`config.mk`:
```
export PLATFORM = sky130hd
export DESIGN_NAME = i2c_irq_vector
export DESIGN_NICKNAME = d
export VERILOG_FILES = /design/src/rtl/i2c_irq_pkg.sv /design/src/rtl/irq_event_latch.sv /design/src/rtl/irq_prio_enc.sv /design/src/rtl/irq_reg_if.sv /design/src/rtl/i2c_irq_vector.sv
export SDC_FILE = /design/constraint.sdc
export NUM_CORES = 1
export LEC_CHECK = 0
export ABC_AREA = 1
export CAP_MARGIN = 20
export CORE_MARGIN = 2
export CORE_UTILIZATION = 55
export DETAILED_ROUTE_END_ITERATION = 16
export DONT_BUFFER_PORTS = 1
export PLACE_DENSITY_LB_ADDON = 0.1
export SLEW_MARGIN = 0
export SYNTH_ARGS = -nofsm -noshare
export SYNTH_HDL_FRONTEND = slang
export SYNTH_SLANG_ARGS = --single-unit
```
`constraint.sdc`:
```
create_clock -name clk -period 1 [get_ports clk]
set_input_delay 0 -clock clk [delete_from_list [all_inputs] [get_ports clk]]
set_output_delay 0 -clock clk [all_outputs]
set_load 0.02 [all_outputs]
```
`src/rtl/i2c_irq_pkg.sv`:
```
package i2c_irq_pkg;

    localparam int EV_N   = 7;
    localparam int REG_W  = 16;
    localparam int ADR_W  = 8;
    localparam int CODE_W = $clog2(EV_N + 1);
    localparam int BUSY_POS = 12;

    localparam logic [ADR_W-1:0] OFS_MASK = 8'h04;
    localparam logic [ADR_W-1:0] OFS_STAT = 8'h08;
    localparam logic [ADR_W-1:0] OFS_VEC  = 8'h28;

    typedef logic [EV_N-1:0]  ev_vec_t;
    typedef logic [REG_W-1:0] word_t;

    // Event flags that are visible (and clearable) in the status word,
    // each at the bit position equal to its event index.
    localparam ev_vec_t STAT_VISIBLE = 7'b010_0111;

    typedef enum logic [CODE_W-1:0] {
        VEC_NONE = 3'd0,
        VEC_ARB  = 3'd1,
        VEC_NAK  = 3'd2,
        VEC_ACC  = 3'd3,
        VEC_RXR  = 3'd4,
        VEC_TXR  = 3'd5,
        VEC_STOP = 3'd6,
        VEC_SLV  = 3'd7
    } vec_code_e;

    typedef enum logic [1:0] {
        SEL_NONE,
        SEL_MASK,
        SEL_STAT,
        SEL_VEC
    } reg_sel_e;

    typedef struct packed {
        logic     rd;
        logic     wr;
        reg_sel_e sel;
    } reg_req_t;

    function automatic reg_sel_e decode_addr(input logic [ADR_W-1:0] a);
        reg_sel_e s;
        case (a)
            OFS_MASK: s = SEL_MASK;
            OFS_STAT: s = SEL_STAT;
            OFS_VEC:  s = SEL_VEC;
            default:  s = SEL_NONE;
        endcase
        return s;
    endfunction

    function automatic word_t build_status(input ev_vec_t pend, input logic busy);
        word_t w;
        w = '0;
        for (int i = 0; i < EV_N; i++) begin
            if (STAT_VISIBLE[i]) w[i] = pend[i];
        end
        w[BUSY_POS] = busy;
        return w;
    endfunction

    function automatic ev_vec_t status_clears(input word_t w);
        ev_vec_t c;
        for (int i = 0; i < EV_N; i++) begin
            c[i] = STAT_VISIBLE[i] & w[i];
        end
        return c;
    endfunction

    function automatic ev_vec_t code_to_onehot(input logic [CODE_W-1:0] c);
        ev_vec_t oh;
        oh = '0;
        for (int i = 0; i < EV_N; i++) begin
            if (c == CODE_W'(i + 1)) oh[i] = 1'b1;
        end
        return oh;
    endfunction

endpackage

```
`src/rtl/irq_event_latch.sv`:
```
module irq_event_latch #(
    parameter int N = 7
) (
    input  logic         clk,
    input  logic         rst,
    input  logic [N-1:0] ev_set,
    input  logic [N-1:0] clr_w1c,
    input  logic [N-1:0] clr_ack,
    output logic [N-1:0] pend
);

    genvar gi;
    generate
        for (gi = 0; gi < N; gi++) begin : g_flag
            always_ff @(posedge clk) begin
                if (rst)
                    pend[gi] <= 1'b0;
                else if (ev_set[gi])
                    pend[gi] <= 1'b1;
                else if (clr_w1c[gi] || clr_ack[gi])
                    pend[gi] <= 1'b0;
            end

            // an event pulse always leaves its flag set
            p_event_sets_r2: assert property (@(posedge clk) disable iff (rst)
                ev_set[gi] |=> pend[gi]);

            // a clear with no competing pulse empties the flag
            p_w1c_clears_r5: assert property (@(posedge clk) disable iff (rst)
                (clr_w1c[gi] && !ev_set[gi]) |=> !pend[gi]);
        end
    endgenerate

    // a vector read retires at most one event
    p_ack_single_r7: assert property (@(posedge clk) disable iff (rst)
        $onehot0(clr_ack));

endmodule

```
`src/rtl/irq_prio_enc.sv`:
```
module irq_prio_enc #(
    parameter int N  = 7,
    parameter int CW = $clog2(N + 1)
) (
    input  logic [N-1:0]  pend,
    input  logic [N-1:0]  enable,
    output logic [CW-1:0] code,
    output logic          any
);

    logic [N-1:0] act;
    logic [N:0]   seen;
    logic [N-1:0] first;

    assign act     = pend & enable;
    assign seen[0] = 1'b0;

    genvar gi;
    generate
        for (gi = 0; gi < N; gi++) begin : g_chain
            assign seen[gi+1] = seen[gi] | act[gi];
            assign first[gi]  = act[gi] & ~seen[gi];
        end
    endgenerate

    always_comb begin
        code = '0;
        for (int i = 0; i < N; i++) begin
            if (first[i]) code = CW'(i + 1);
        end
    end

    assign any = seen[N];

endmodule

```
`src/rtl/irq_reg_if.sv`:
```
module irq_reg_if
    import i2c_irq_pkg::*;
(
    input  logic              clk,
    input  logic              rst,
    input  logic              reg_en,
    input  logic              reg_wr,
    input  logic [ADR_W-1:0]  reg_addr,
    input  word_t             reg_wdata,
    input  ev_vec_t           pend,
    input  logic [CODE_W-1:0] vec_code,
    input  logic              bus_busy,
    output ev_vec_t           mask,
    output ev_vec_t           clr_w1c,
    output ev_vec_t           clr_ack,
    output word_t             reg_rdata
);

    reg_req_t req;
    word_t    rd_val;

    always_comb begin
        req.rd  = reg_en & ~reg_wr;
        req.wr  = reg_en & reg_wr;
        req.sel = decode_addr(reg_addr);
    end

    always_ff @(posedge clk) begin
        if (rst)
            mask <= '0;
        else if (req.wr && req.sel == SEL_MASK)
            mask <= reg_wdata[EV_N-1:0];
    end

    assign clr_w1c = (req.wr && req.sel == SEL_STAT) ? status_clears(reg_wdata) : '0;
    assign clr_ack = (req.rd && req.sel == SEL_VEC)  ? code_to_onehot(vec_code) : '0;

    always_comb begin
        case (req.sel)
            SEL_MASK: rd_val = word_t'(mask);
            SEL_STAT: rd_val = build_status(pend, bus_busy);
            SEL_VEC:  rd_val = word_t'(vec_code);
            default:  rd_val = '0;
        endcase
    end

    always_ff @(posedge clk) begin
        if (rst)
            reg_rdata <= '0;
        else if (req.rd)
            reg_rdata <= rd_val;
        else
            reg_rdata <= '0;
    end

    // the mask only moves on a write to its own address
    p_mask_stable_r3: assert property (@(posedge clk) disable iff (rst)
        !(reg_en && reg_wr && reg_addr == OFS_MASK) |=> $stable(mask));

    // no read strobe, no read data
    p_rdata_quiet_r10: assert property (@(posedge clk) disable iff (rst)
        !(reg_en && !reg_wr) |=> (reg_rdata == '0));

    // unused mask bits read as zero
    p_mask_upper_r3: assert property (@(posedge clk) disable iff (rst)
        (reg_en && !reg_wr && reg_addr == OFS_MASK) |=> (reg_rdata[REG_W-1:EV_N] == '0));

endmodule

```
`src/rtl/i2c_irq_vector.sv`:
```
module i2c_irq_vector
    import i2c_irq_pkg::*;
(
    input  logic        clk,
    input  logic        rst,
    input  logic [6:0]  ev_pulse,
    input  logic        bus_busy,
    input  logic        reg_en,
    input  logic        reg_wr,
    input  logic [7:0]  reg_addr,
    input  logic [15:0] reg_wdata,
    output logic [15:0] reg_rdata,
    output logic        irq
);

    ev_vec_t           pend;
    ev_vec_t           mask;
    ev_vec_t           clr_w1c;
    ev_vec_t           clr_ack;
    logic [CODE_W-1:0] vec_code;
    logic              vec_any;

    irq_event_latch #(.N(EV_N)) u_latch (
        .clk     (clk),
        .rst     (rst),
        .ev_set  (ev_pulse),
        .clr_w1c (clr_w1c),
        .clr_ack (clr_ack),
        .pend    (pend)
    );

    irq_prio_enc #(.N(EV_N), .CW(CODE_W)) u_prio (
        .pend   (pend),
        .enable (mask),
        .code   (vec_code),
        .any    (vec_any)
    );

    irq_reg_if u_regs (
        .clk       (clk),
        .rst       (rst),
        .reg_en    (reg_en),
        .reg_wr    (reg_wr),
        .reg_addr  (reg_addr),
        .reg_wdata (reg_wdata),
        .pend      (pend),
        .vec_code  (vec_code),
        .bus_busy  (bus_busy),
        .mask      (mask),
        .clr_w1c   (clr_w1c),
        .clr_ack   (clr_ack),
        .reg_rdata (reg_rdata)
    );

    assign irq = vec_any;

    // interrupt agrees with the vector code
    p_irq_matches_r9: assert property (@(posedge clk) disable iff (rst)
        irq == (vec_code != '0));

    // a reported code always names an enabled, pending event
    p_code_enabled_r8: assert property (@(posedge clk) disable iff (rst)
        (vec_code != '0) |-> (mask[vec_code - 1'b1] && pend[vec_code - 1'b1]));

    // nothing more urgent is enabled and pending than the code reported
    p_code_lowest_r6: assert property (@(posedge clk) disable iff (rst)
        (vec_code != '0) |->
            ((pend & mask & ((ev_vec_t'(1) << (vec_code - 1'b1)) - ev_vec_t'(1))) == '0));

    // a vector read retires the reported event unless it re-fires at once
    p_ack_retires_r7: assert property (@(posedge clk) disable iff (rst)
        (reg_en && !reg_wr && reg_addr == OFS_VEC && vec_code != '0
            && !ev_pulse[vec_code - 1'b1])
        |=> !pend[$past(vec_code) - 1'b1]);

endmodule

```
# [Word-level counts from Yosys, hierarchy flattened]
# Cells that the tools add are included.
[word_totals] memories=0 latchBits=0 ff_bits=30 mem_bits_rw=0 romBits=0 out_inout_bits=17
[classes] shifts=0 reduce_logical=18 bitwise=23 eq_ne=13 n_mux=32 n_addsub=0 magnitude_cmp=0 n_div=0 multipliers=0
[op_table] op="case mux 13 bit (3 select lines)" n=1
[op_table] op="2-to-1 mux 1 bit" n=22
[op_table] op="2-to-1 mux 3 bit" n=6
[op_table] op="nonzero test 2 bit" n=7
[op_table] op="equality test 3 bit, second input constant" n=4
[op_table] op="bitwise AND 1 bit" n=8
[op_table] op="equality test 8 x 3 -> 1 bit, second input constant" n=1
[op_table] op="equality test 8 x 4 -> 1 bit, second input constant" n=1
[op_table] op="equality test 8 x 6 -> 1 bit, second input constant" n=1
[op_table] op="NOT 1 bit" n=8
[op_table] op="bitwise AND 7 bit" n=1
[op_table] op="2-to-1 mux 7 bit" n=1
[op_table] op="equality test 3 x 2 -> 1 bit, second input constant" n=2
[op_table] op="logical OR 1 bit" n=6
[op_table] op="2-to-1 mux 6 bit" n=1
[op_table] op="bitwise OR 1 bit" n=6
[op_table] op="case mux 2 bit (3 select lines)" n=1
[op_table] op="equality test 2 bit, second input constant" n=2
[op_table] op="equality test 3 x 1 -> 1 bit, second input constant" n=1
[op_table] op="logical AND 1 bit" n=3
[op_table] op="equality test 2 x 1 -> 1 bit, second input constant" n=1
[op_table] op="OR reduction 2 bit" n=1
[op_table] op="logical OR 1 bit, first input constant" n=1

# [Longest topological paths before layout]
# Gate-level depths: netlist of run 1.
[logic_depth] word_depth=15 depth_mapped=10

# [Hierarchy]
# From an unflattened synthesis of run 1, not the netlist that was laid out.
[unflattened] cells_unflattened=211 area_unflattened_um2=1402.6
[by_module_without_submodules] mod="irq_reg_if" seq_area_each_um2=300.3 area_per_inst_um2=973.4 n_inst=1 cells_per_inst=146
[by_module_without_submodules] mod="irq_event_latch" seq_area_each_um2=140.1 area_per_inst_um2=292.8 n_inst=1 cells_per_inst=42
[by_module_without_submodules] mod="irq_prio_enc" seq_area_each_um2=0.0 area_per_inst_um2=136.4 n_inst=1 cells_per_inst=23

# [Worst setup path before layout of run 1]
# OpenSTA, ideal clock, no wires.
[synth_timing] kind="register to register" start="register u_latch.pend[0]" end="register u_latch.pend[4]" stages_incl_launch_ff=9 period_less_slack_ns=1.059 arrival_ns=0.945 t_required_ns=0.886 slack_ns=-0.059 setup_time_ns=0.114 n_path_buf=0 path_cell_list="dfxtp_1 > nand2_1 > inv_1 > nor2_1 > nand4_1 > inv_1 > nand2_1 > a21oi_1 > nor2_1"
[synth_between] elab_chain_cells=14 elab_cells_between_ends=30 classes_between="eq/ne: 1; mux: 9; bitwise: 18; reduce/logical: 2"
[synth_lines] element="from (decl)" line_no="irq_event_latch.sv:9" rtl="output logic [N-1:0] pend"
[synth_lines] element="from (signal, indexed assignment)" line_no="irq_event_latch.sv:17" rtl="pend[gi] <= 1'b0;"
[synth_lines] element="from (signal, indexed assignment)" line_no="irq_event_latch.sv:19" rtl="pend[gi] <= 1'b1;"
[synth_lines] element="from (signal, indexed assignment)" line_no="irq_event_latch.sv:21" rtl="pend[gi] <= 1'b0;"
[synth_lines] element="bitwise AND 7 bit *" line_no="irq_prio_enc.sv:15" rtl="assign act = pend & enable;"
[synth_lines] element="NOT 1 bit or bitwise OR 1 bit (tied branches)" line_no="irq_prio_enc.sv:22, irq_prio_enc.sv:21"
[synth_lines] element="bitwise AND 1 bit, or another cell as far along" line_no="irq_prio_enc.sv:22" rtl="assign first[gi] = act[gi] & ~seen[gi];"
[synth_lines] element="2-to-1 mux 3 bit, or another cell as far along (4 in a row)" line_no="irq_prio_enc.sv:29" rtl="if (first[i]) code = CW'(i + 1);"
[synth_lines] element="2-to-1 mux 3 bit or bitwise AND 1 bit (tied branches)" line_no="irq_prio_enc.sv:29, irq_prio_enc.sv:22"
[synth_lines] element="2-to-1 mux 3 bit *" line_no="irq_prio_enc.sv:29"
[synth_lines] element="equality test 3 bit *" line_no="i2c_irq_pkg.sv:77" rtl="if (c == CODE_W'(i + 1)) oh[i] = 1'b1;"
[synth_lines] element="2-to-1 mux 1 bit *" line_no="i2c_irq_pkg.sv:77"
[synth_lines] element="2-to-1 mux 7 bit *" line_no="irq_reg_if.sv:36" rtl="assign clr_ack = (req.rd && req.sel == SEL_VEC) ? code_to_onehot(vec_code) : '0;"
[synth_lines] element="logical OR 1 bit *" line_no="irq_event_latch.sv:20" rtl="else if (clr_w1c[gi] || clr_ack[gi])"
[synth_lines] element="nonzero test 2 bit (no source line) *"
# Every way passes the cells marked *; elsewhere a longest branch is shown, timed or not.
# A chain may end at the register's enable or synchronous reset.

# [Final worst setup path of run 1]
[layout_timing] start="register u_regs.mask[5]" end="register u_latch.pend[6]"
[layout_between] elab_chain_cells=10 elab_cells_between_ends=12 classes_between="eq/ne: 1; mux: 4; bitwise: 5; reduce/logical: 2"
[layout_lines] element="from (decl)" line_no="irq_reg_if.sv:13" rtl="output ev_vec_t mask,"
[layout_lines] element="from (signal assigned)" line_no="irq_reg_if.sv:32" rtl="mask <= reg_wdata[EV_N-1:0];"
[layout_lines] element="bitwise AND 7 bit *" line_no="irq_prio_enc.sv:15"
[layout_lines] element="bitwise OR 1 bit" line_no="irq_prio_enc.sv:21" rtl="assign seen[gi+1] = seen[gi] | act[gi];"
[layout_lines] element="NOT 1 bit" line_no="irq_prio_enc.sv:22"
[layout_lines] element="bitwise AND 1 bit" line_no="irq_prio_enc.sv:22"
[layout_lines] element="2-to-1 mux 3 bit *" line_no="irq_prio_enc.sv:29"
[layout_lines] element="equality test 3 bit *" line_no="i2c_irq_pkg.sv:77"
[layout_lines] element="2-to-1 mux 1 bit *" line_no="i2c_irq_pkg.sv:77"
[layout_lines] element="2-to-1 mux 7 bit *" line_no="irq_reg_if.sv:36"
[layout_lines] element="logical OR 1 bit *" line_no="irq_event_latch.sv:20"
[layout_lines] element="nonzero test 2 bit (no source line) *"
# Marks and branches as above.

==> out/summary.txt, run 1 <==
=====================================================================================================
Standard-cell row count                                                                            16
Half-perimeter wire length after detailed placement                                           2140 um
Setup Skew                                                                                 0.00103 ns
Layout cells sized above 1                                                                      40.6%
Worst-case vdd ir drop                                                                     0.000996 V
Final worst path period share                                                                    129%
Die X                                                                                         50.9 um
Number of antenna repair diodes                                                                     0
Synth Area in XOR/XNOR                                                                             0%
Number of failing setup endpoints in the final timing report                                       10
Post-layout nets                                                                                  256
Total power density per cell area                                                        1050 nW/um^2
Worst setup SP type                                                                         flip-flop
Total global-route track usage                                                                  28.1%
Post-synth top cells                                                                     40 x sky130_fd_sc_hd__nand2_1, 26 x sky130_fd_sc_hd__inv_1, 22 x sky130_fd_sc_hd__dfxtp_1, 22 x sky130_fd_sc_hd__nor2_1, 13 x sky130_fd_sc_hd__nand3_1
Fraction of the yosys area taken by sequential cells                                            36.5%
Outcome                                                                                  finished, violations left
Last weighted congestion value of the routability-driven placer                                 0.882
CTS tree                                                                                          yes
Largest fanout on the critical path                                                                 2
Min setup slack post-route                                                                  -0.289 ns
Final total power                                                                             1870 uW
I/O pin count                                                                                      53
Die Outline Area                                                                            2590 um^2
Class of the tightest hold or removal check                                              input pin to flip-flop
EDFF count, synth                                                                                   0
Async set-or-reset flop fraction in the synthesized netlist                                        0%
Number of warning messages in the yosys log                                                         0
Number of instances in the placed design                                                          219
Post-Route Hold Slack                                                                       -0.105 ns
Initial Util                                                                                    59.7%
Leading register cell type out of synthesis                                              sky130_fd_sc_hd__dfxtp_1
Number of optimization iterations in the first detailed-route pass                                  4
Global-route wire length before repair                                                        5430 um
Drt total wl                                                                                  4240 um
F_max                                                                                         776 MHz
Setup tns final                                                                              -1.63 ns
Biggest area consumer among synthesized cells                                            sky130_fd_sc_hd__dfxtp_1
Final global-route overflow total                                                                   0
Per-cell via count in the routed design                                                          5.70
Unrepaired setup endpoints after global routing                                                  true
Top cell type's share of synthesized area                                                       36.5%
Largest net degree at the start of global routing                                                  14
Data required time at the worst endpoint                                                      1.22 ns
Violations in the final reports                                                          negative hold slack, negative setup slack
Critical path startpoint                                                                 u_regs.mask[5]
Clock period minus final worst setup slack                                                    1.29 ns
Source-to-sink clock delay at the later pin of the worst-skew pair                            0.32 ns
Synthesized netlist cell count                                                                    179
Origin of the worst min-delay path                                                        reg_addr[3]
Clk root buf                                                                             sky130_fd_sc_hd__clkbuf_4
Count of distinct cell types in the synthesized netlist                                            23
Total count of max-transition violations in the final report                                        0
Number of register bits inferred by synthesis                                                      22
Leakage                                                                                   0.000868 uW
Non-Filler Instances                                                                              246
Reg2reg start                                                                            u_regs.mask[5]
Area inside the core boundary                                                               2020 um^2
Buffers from clock root to sink, at most                                                            2
Endpoints failing hold                                                                              4
Main area contributors after synthesis                                                   sky130_fd_sc_hd__dfxtp_1 36%, sky130_fd_sc_hd__nand2_1 12%, sky130_fd_sc_hd__inv_1 8.1%
Fraction of the mapped netlist area in simple logic gates                                       35.1%
Multiplexer share of the synthesized area                                                          0%
Most common cell in the synthesized netlist                                              sky130_fd_sc_hd__nand2_1
DRC violations left                                                                                 0
ANT nets after route                                                                                0
Post-synthesis share of cell area spent on full adders, half adders and majority gates             0%
Detail-routed net length per standard cell                                                    17.2 um
Type of destination of the critical path                                                    flip-flop
Post-synthesis compound-gate area fraction                                                      12.8%
Clock slew at the register clock pins of the worst setup and hold paths                       0.13 ns
TritonCTS Sinks                                                                                    22
Arrival time reported for the critical path endpoint                                          1.50 ns
Fillers                                                                                           116
Synthesized area                                                                            1210 um^2
Area growth from synthesis to layout                                                            46.7%
Worst Path Class, Setup                                                                  flip-flop to flip-flop
Chip height                                                                                   50.9 um
Number of DRC markers after the initial detailed-route iteration                                   66
Total via count after detailed routing                                                           1402
Count of maximum capacitance violations                                                             0
Combinational family with the most area after synthesis                                  simple AND/OR/NAND/NOR gates
Number of global-route vias before repair                                                        1253
CTS buffer count                                                                                    3
Post-synthesis area per instance                                                            6.75 um^2
Count of H-tree levels built during CTS                                                             1
Hold bufs inserted after CTS                                                                       19
Finished Core Util                                                                              87.6%
Antenna violations before repair                                                                    0
Buffers added on ports                                                                              0
=====================================================================================================
-- cells by family after synthesis --
family	count (synthesis)
simple gates	92
buf+inv	39
compound gates	25
flops	22
other cells	1
-- report_power, final --
group	switching, uW	internal (uW)	leakage [uW]
Clock	299	406	0.0000279
Sequential	19.3	900	0.000184
Combinational	131	111	0.000655
-- per-stage QoR --
step / area [um^2] / worst slack, ns
global route: 1770 / -0.340
global placement: 1320 / -0.151
CTS: 1640 / -0.195
floorplan: 1240 / -0.0365
finish: 1770 / -0.289
detailed placement: 1320 / -0.132
-- sequential cells by signal, indices dropped and copies added, names as in the netlist --
register and flops:
u_latch.pend 7, u_regs.mask 7, u_regs.reg_rdata 8
-- cell usage in the layout (no fill, tap or decap) --
cell type                       netlist  layout
sky130_fd_sc_hd__a21oi_1             12       7
sky130_fd_sc_hd__o21bai_1             3       3
sky130_fd_sc_hd__buf_6                1       2
sky130_fd_sc_hd__bufinv_16            0       1
sky130_fd_sc_hd__nor4b_2              0       1
sky130_fd_sc_hd__nand4_1              2       2
sky130_fd_sc_hd__o21ai_2              5       7
sky130_fd_sc_hd__nand2_2              2       8
sky130_fd_sc_hd__dfxtp_2              0      13
sky130_fd_sc_hd__nor3_4               1       3
sky130_fd_sc_hd__buf_4                8      19
sky130_fd_sc_hd__o21ai_0              4       2
sky130_fd_sc_hd__nor2_2               3       7
sky130_fd_sc_hd__nor2_1              22      16
sky130_fd_sc_hd__nand3_1             13      10
sky130_fd_sc_hd__nand3_4              0       1
sky130_fd_sc_hd__nand2_4              0       6
sky130_fd_sc_hd__inv_1               26      24
sky130_fd_sc_hd__conb_1               1       8
sky130_fd_sc_hd__clkbuf_4             0       3
sky130_fd_sc_hd__inv_4                0       1
sky130_fd_sc_hd__nor2_4               2       4
sky130_fd_sc_hd__nand3_2              1       3
sky130_fd_sc_hd__inv_2                3       4
sky130_fd_sc_hd__nand2_1             40      28
sky130_fd_sc_hd__nor3_1               5       3
sky130_fd_sc_hd__a21oi_2              1       6
sky130_fd_sc_hd__dfxtp_1             22       9
sky130_fd_sc_hd__dlygate4sd3_1        0      18
-- critical path: stages (launching register included) --
cell	delay [ns]
sky130_fd_sc_hd__dfxtp_2	0.35
sky130_fd_sc_hd__nand2_2	0.09
sky130_fd_sc_hd__inv_2	0.06
sky130_fd_sc_hd__buf_4	0.13
sky130_fd_sc_hd__nor2_2	0.14
sky130_fd_sc_hd__nand3_1	0.14
sky130_fd_sc_hd__a21oi_2	0.19
sky130_fd_sc_hd__nor2_1	0.08
-- final cells by class --
class	instances	area, um^2	share of cell area (%)
Clock inverter	1	30.0	1.69
Timing Repair Buffer	39	345	19.5
Sequential cell	22	457	25.8
Clock buffer	3	22.5	1.27
Tap cell	27	33.8	1.91
Multi-Input combinational cell	125	772	43.6
Inverter	29	111	6.29
-- final timing paths --
path,endpoint,slack (ns),cells after the start
min reg2reg,u_regs.mask[6],0.52,2
max,u_latch.pend[6],-0.29,7
max reg2reg,u_latch.pend[6],-0.29,7
min,u_regs.reg_rdata[5],-0.11,3
-- what timing repair did --
item,4_1_cts,5_1_grt
pin swaps,5,8
setup endpoints to repair,10,15
resized for setup,25,34
buffers inserted,3,3
endpoints found under the hold margin,20,4
-- layer usage --
metal,global-route usage [%],wire [um],part of all wire [%],vias up
li1,-,-,-,626
met1,30.8,1550,37,654
met2,52.0,2180,51,101
met3,6.43,365,8.6,21
met4,10.8,142,3.3,0
met5,0,0,0,-
(Power assumes the default switching activity.)
==> run 2, diff against run 1 <==
--- a/config.mk
+++ b/config.mk
@@ -12,4 +12,5 @@
 export DETAILED_ROUTE_END_ITERATION = 16
 export DONT_BUFFER_PORTS = 1
+export HOLD_SLACK_MARGIN = 0.15
 export PLACE_DENSITY_LB_ADDON = 0.1
 export SLEW_MARGIN = 0
==> constraint.sdc (replaced) <==
create_clock -name clk -period 1 [get_ports clk]
set_input_delay 0 -clock clk [delete_from_list [all_inputs] [get_ports clk]]
set_output_delay 0 -clock clk [all_outputs]
set_load 0.05 [all_outputs]
==> run 2 against run 1 <==
Against the previous run: the run still ends with negative hold slack, negative setup slack left; non-clock buffer count increased by 14; critical endpoint is now u_regs.reg_rdata[1]; critical path type unchanged; clock power increased by 3.7%; combinational power increased by 37%; clock-buffer cell count unchanged; clock skew increased by 0.010 ns; routed wire length increased by 38%; sequential cell count unchanged.
==> out/summary.txt, run 2 (synthesized netlist as in run 1, its figures left out) <==
======================================================================================
Outcome                                                                   finished, violations left
Violations in the final reports                                           negative hold slack, negative setup slack
Per-cell via count in the routed design                                           6.51
Post-Place Cell Area                                                         1340 um^2
Endpoints failing hold                                                               2
Global-route wire length before repair                                         5950 um
TritonCTS Sinks                                                                     22
Final global-route overflow total                                                    0
Clock period minus final worst setup slack                                     1.40 ns
Die X                                                                          50.9 um
Unrepaired setup endpoints after global routing                                   true
Arrival time reported for the critical path endpoint                           1.64 ns
Class of the tightest hold or removal check                               input pin to flip-flop
Count of H-tree levels built during CTS                                              1
Type of destination of the critical path                                     flip-flop
Most common cell after layout, fill and taps aside                        sky130_fd_sc_hd__nand2_1
Largest net degree at the start of global routing                                   14
Source-to-sink clock delay at the later pin of the worst-skew pair             0.33 ns
Share of total power consumed by net switching                                   27.7%
ANT nets after route                                                                 0
Worst-case vdd ir drop                                                      0.000946 V
Max-Slew Margin vs Limit                                                         66.4%
Chip height                                                                    50.9 um
Clock slew at the register clock pins of the worst setup and hold paths        0.15 ns
Leading cell types in the layout, fill and taps excluded                  27 x sky130_fd_sc_hd__nand2_1, 23 x sky130_fd_sc_hd__inv_1, 21 x sky130_fd_sc_hd__buf_4, 19 x sky130_fd_sc_hd__dlygate4sd3_1, 15 x sky130_fd_sc_hd__nor2_1
Last weighted congestion value of the routability-driven placer                  0.881
Largest fanout on the critical path                                                  4
Antenna violations before repair                                                     1
Initial Util                                                                     59.7%
F_max                                                                          714 MHz
Number of DRC markers after the initial detailed-route iteration                   128
Net switching component of the power                                            550 uW
Count of maximum capacitance violations                                              0
DRC violations left                                                                  0
Critical Path Max Stage Delay                                                  0.39 ns
Fillers                                                                             37
Half-perimeter wire length after detailed placement                            2130 um
Min setup slack post-route                                                   -0.400 ns
Post-layout nets                                                                   270
Share of total power in sequential cells                                         46.4%
CTS tree                                                                           yes
Buffers from clock root to sink, at most                                             2
Clock network fraction of design power                                           36.8%
Biggest regs                                                              u_regs.reg_rdata x8, u_latch.pend x7, u_regs.mask x7
Die Outline Area                                                             2590 um^2
I/O pin count                                                                       53
Layout cells sized above 1                                                       42.5%
Leakage                                                                    0.000978 uW
Total count of max-transition violations in the final report                         0
Post-layout instance area                                                    1960 um^2
Number of flip-flops in the largest register                                         8
Total via count after detailed routing                                            1698
Drt total wl                                                                   5850 um
Largest Register                                                          u_regs.reg_rdata
Total global-route track usage                                                   30.6%
Critical-path top delay cell                                              sky130_fd_sc_hd__dfxtp_2
Worst setup SP type                                                          flip-flop
Number of global-route vias before repair                                         1371
Buffers added on ports                                                               0
Area growth from synthesis to layout                                             62.5%
Transition time at the pin with the least slew margin                         0.503 ns
Detail-routed net length per standard cell                                     22.4 um
Minimum setup slack after placement                                          -0.150 ns
Comb power frac                                                                  16.7%
Area inside the core boundary                                                2020 um^2
Standard-cell row count                                                             16
Clk root buf                                                              sky130_fd_sc_hd__clkbuf_4
Cell Int Power                                                                 1430 uW
Worst Path Class, Setup                                                   flip-flop to flip-flop
Post-Route Hold Slack                                                       -0.0929 ns
Number of optimization iterations in the first detailed-route pass                   5
Ordered cell list for the critical path                                   nand2_4, buf_6, nand3_4, nor2_4, nand2_1, nand3_1, a21oi_1, nor2_1
CTS buffer count                                                                     3
Final worst path period share                                                     140%
Total power density per cell area                                         1010 nW/um^2
Setup Skew                                                                   0.0113 ns
Number of failing setup endpoints in the final timing report                        14
Data required time at the worst endpoint                                       1.24 ns
======================================================================================
run 2: path summary, 6_finish.rpt:
check,start,endpoint,slack (ns),cells past startpoint
setup reg to reg,u_regs.mask[0],u_regs.reg_rdata[1],-0.40,8
setup / recovery,u_regs.mask[0],u_regs.reg_rdata[1],-0.40,8
hold / removal,reg_addr[4],u_regs.reg_rdata[12],-0.09,3
hold reg to reg,u_regs.mask[6],u_regs.mask[6],0.51,2
run 2: per-stage QoR:
step / TNS, ns / hold WS [ns] / total power (uW) / std cells / util [%]
after floorplan: -0.0596 / 0.0691 / 1100 / 186 / -
after global placement: -0.564 / 0.0711 / 1110 / 221 / 66.0
after detailed placement: -0.836 / 0.0727 / 1120 / 221 / 66.0
after CTS: -3.86 / -0.0713 / 1870 / 253 / 86.1
after global routing: -3.85 / -0.0895 / 2020 / 260 / 96.9
final: -3.34 / -0.0929 / 1980 / 261 / 97.0
run 2: timing repair:
item	CTS	global route
resized for setup	30	43
buffers inserted	9	6
hold endpoints to repair	22	16
hold buffers	22	1
cloned	0	1
endpoints found under the setup margin	10	23
pin swaps	14	18
run 2: cell type report:
| type | count | area, um^2 | area share, % |
|---|---|---|---|
| antenna | 1 | 2.50 | 0.128 |
| clock buffer | 3 | 22.5 | 1.15 |
| clock inverter | 1 | 30.0 | 1.53 |
| inverter | 29 | 111 | 5.68 |
| multi-input combinational | 125 | 782 | 39.9 |
| sequential | 22 | 455 | 23.2 |
| tap | 27 | 33.8 | 1.72 |
| timing repair buffer | 53 | 524 | 26.7 |
run 2: metal layers:
metal / global-route usage (%) / vias up / wire, um
met1: 34.9 / 761 / 1820
met2: 56.4 / 201 / 2640
li1: - / 658 / -
met4: 12.6 / 0 / 531
met3: 4.97 / 78 / 855
met5: 0 / - / 0
run 2: power by group through the flow:
stage	Clock, uW	Combinational, uW	Sequential (uW)
6_report	731	332	921
5_1_grt	754	340	922
4_1_cts	687	270	913
3_5_place_dp	0	190	927
3_3_place_gp	0	187	926
2_1_floorplan	0	172	927
run 2: critical path, delay by kind of cell, from the launching register on:
| kind | cells | cell delay [ns] |
|---|---|---|
| AO/OA/AOI/OAI | 1 | 0.26 |
| buffers and inverters | 1 | 0.13 |
| flip-flops | 1 | 0.39 |
| AND/OR/NAND/NOR | 6 | 0.52 |
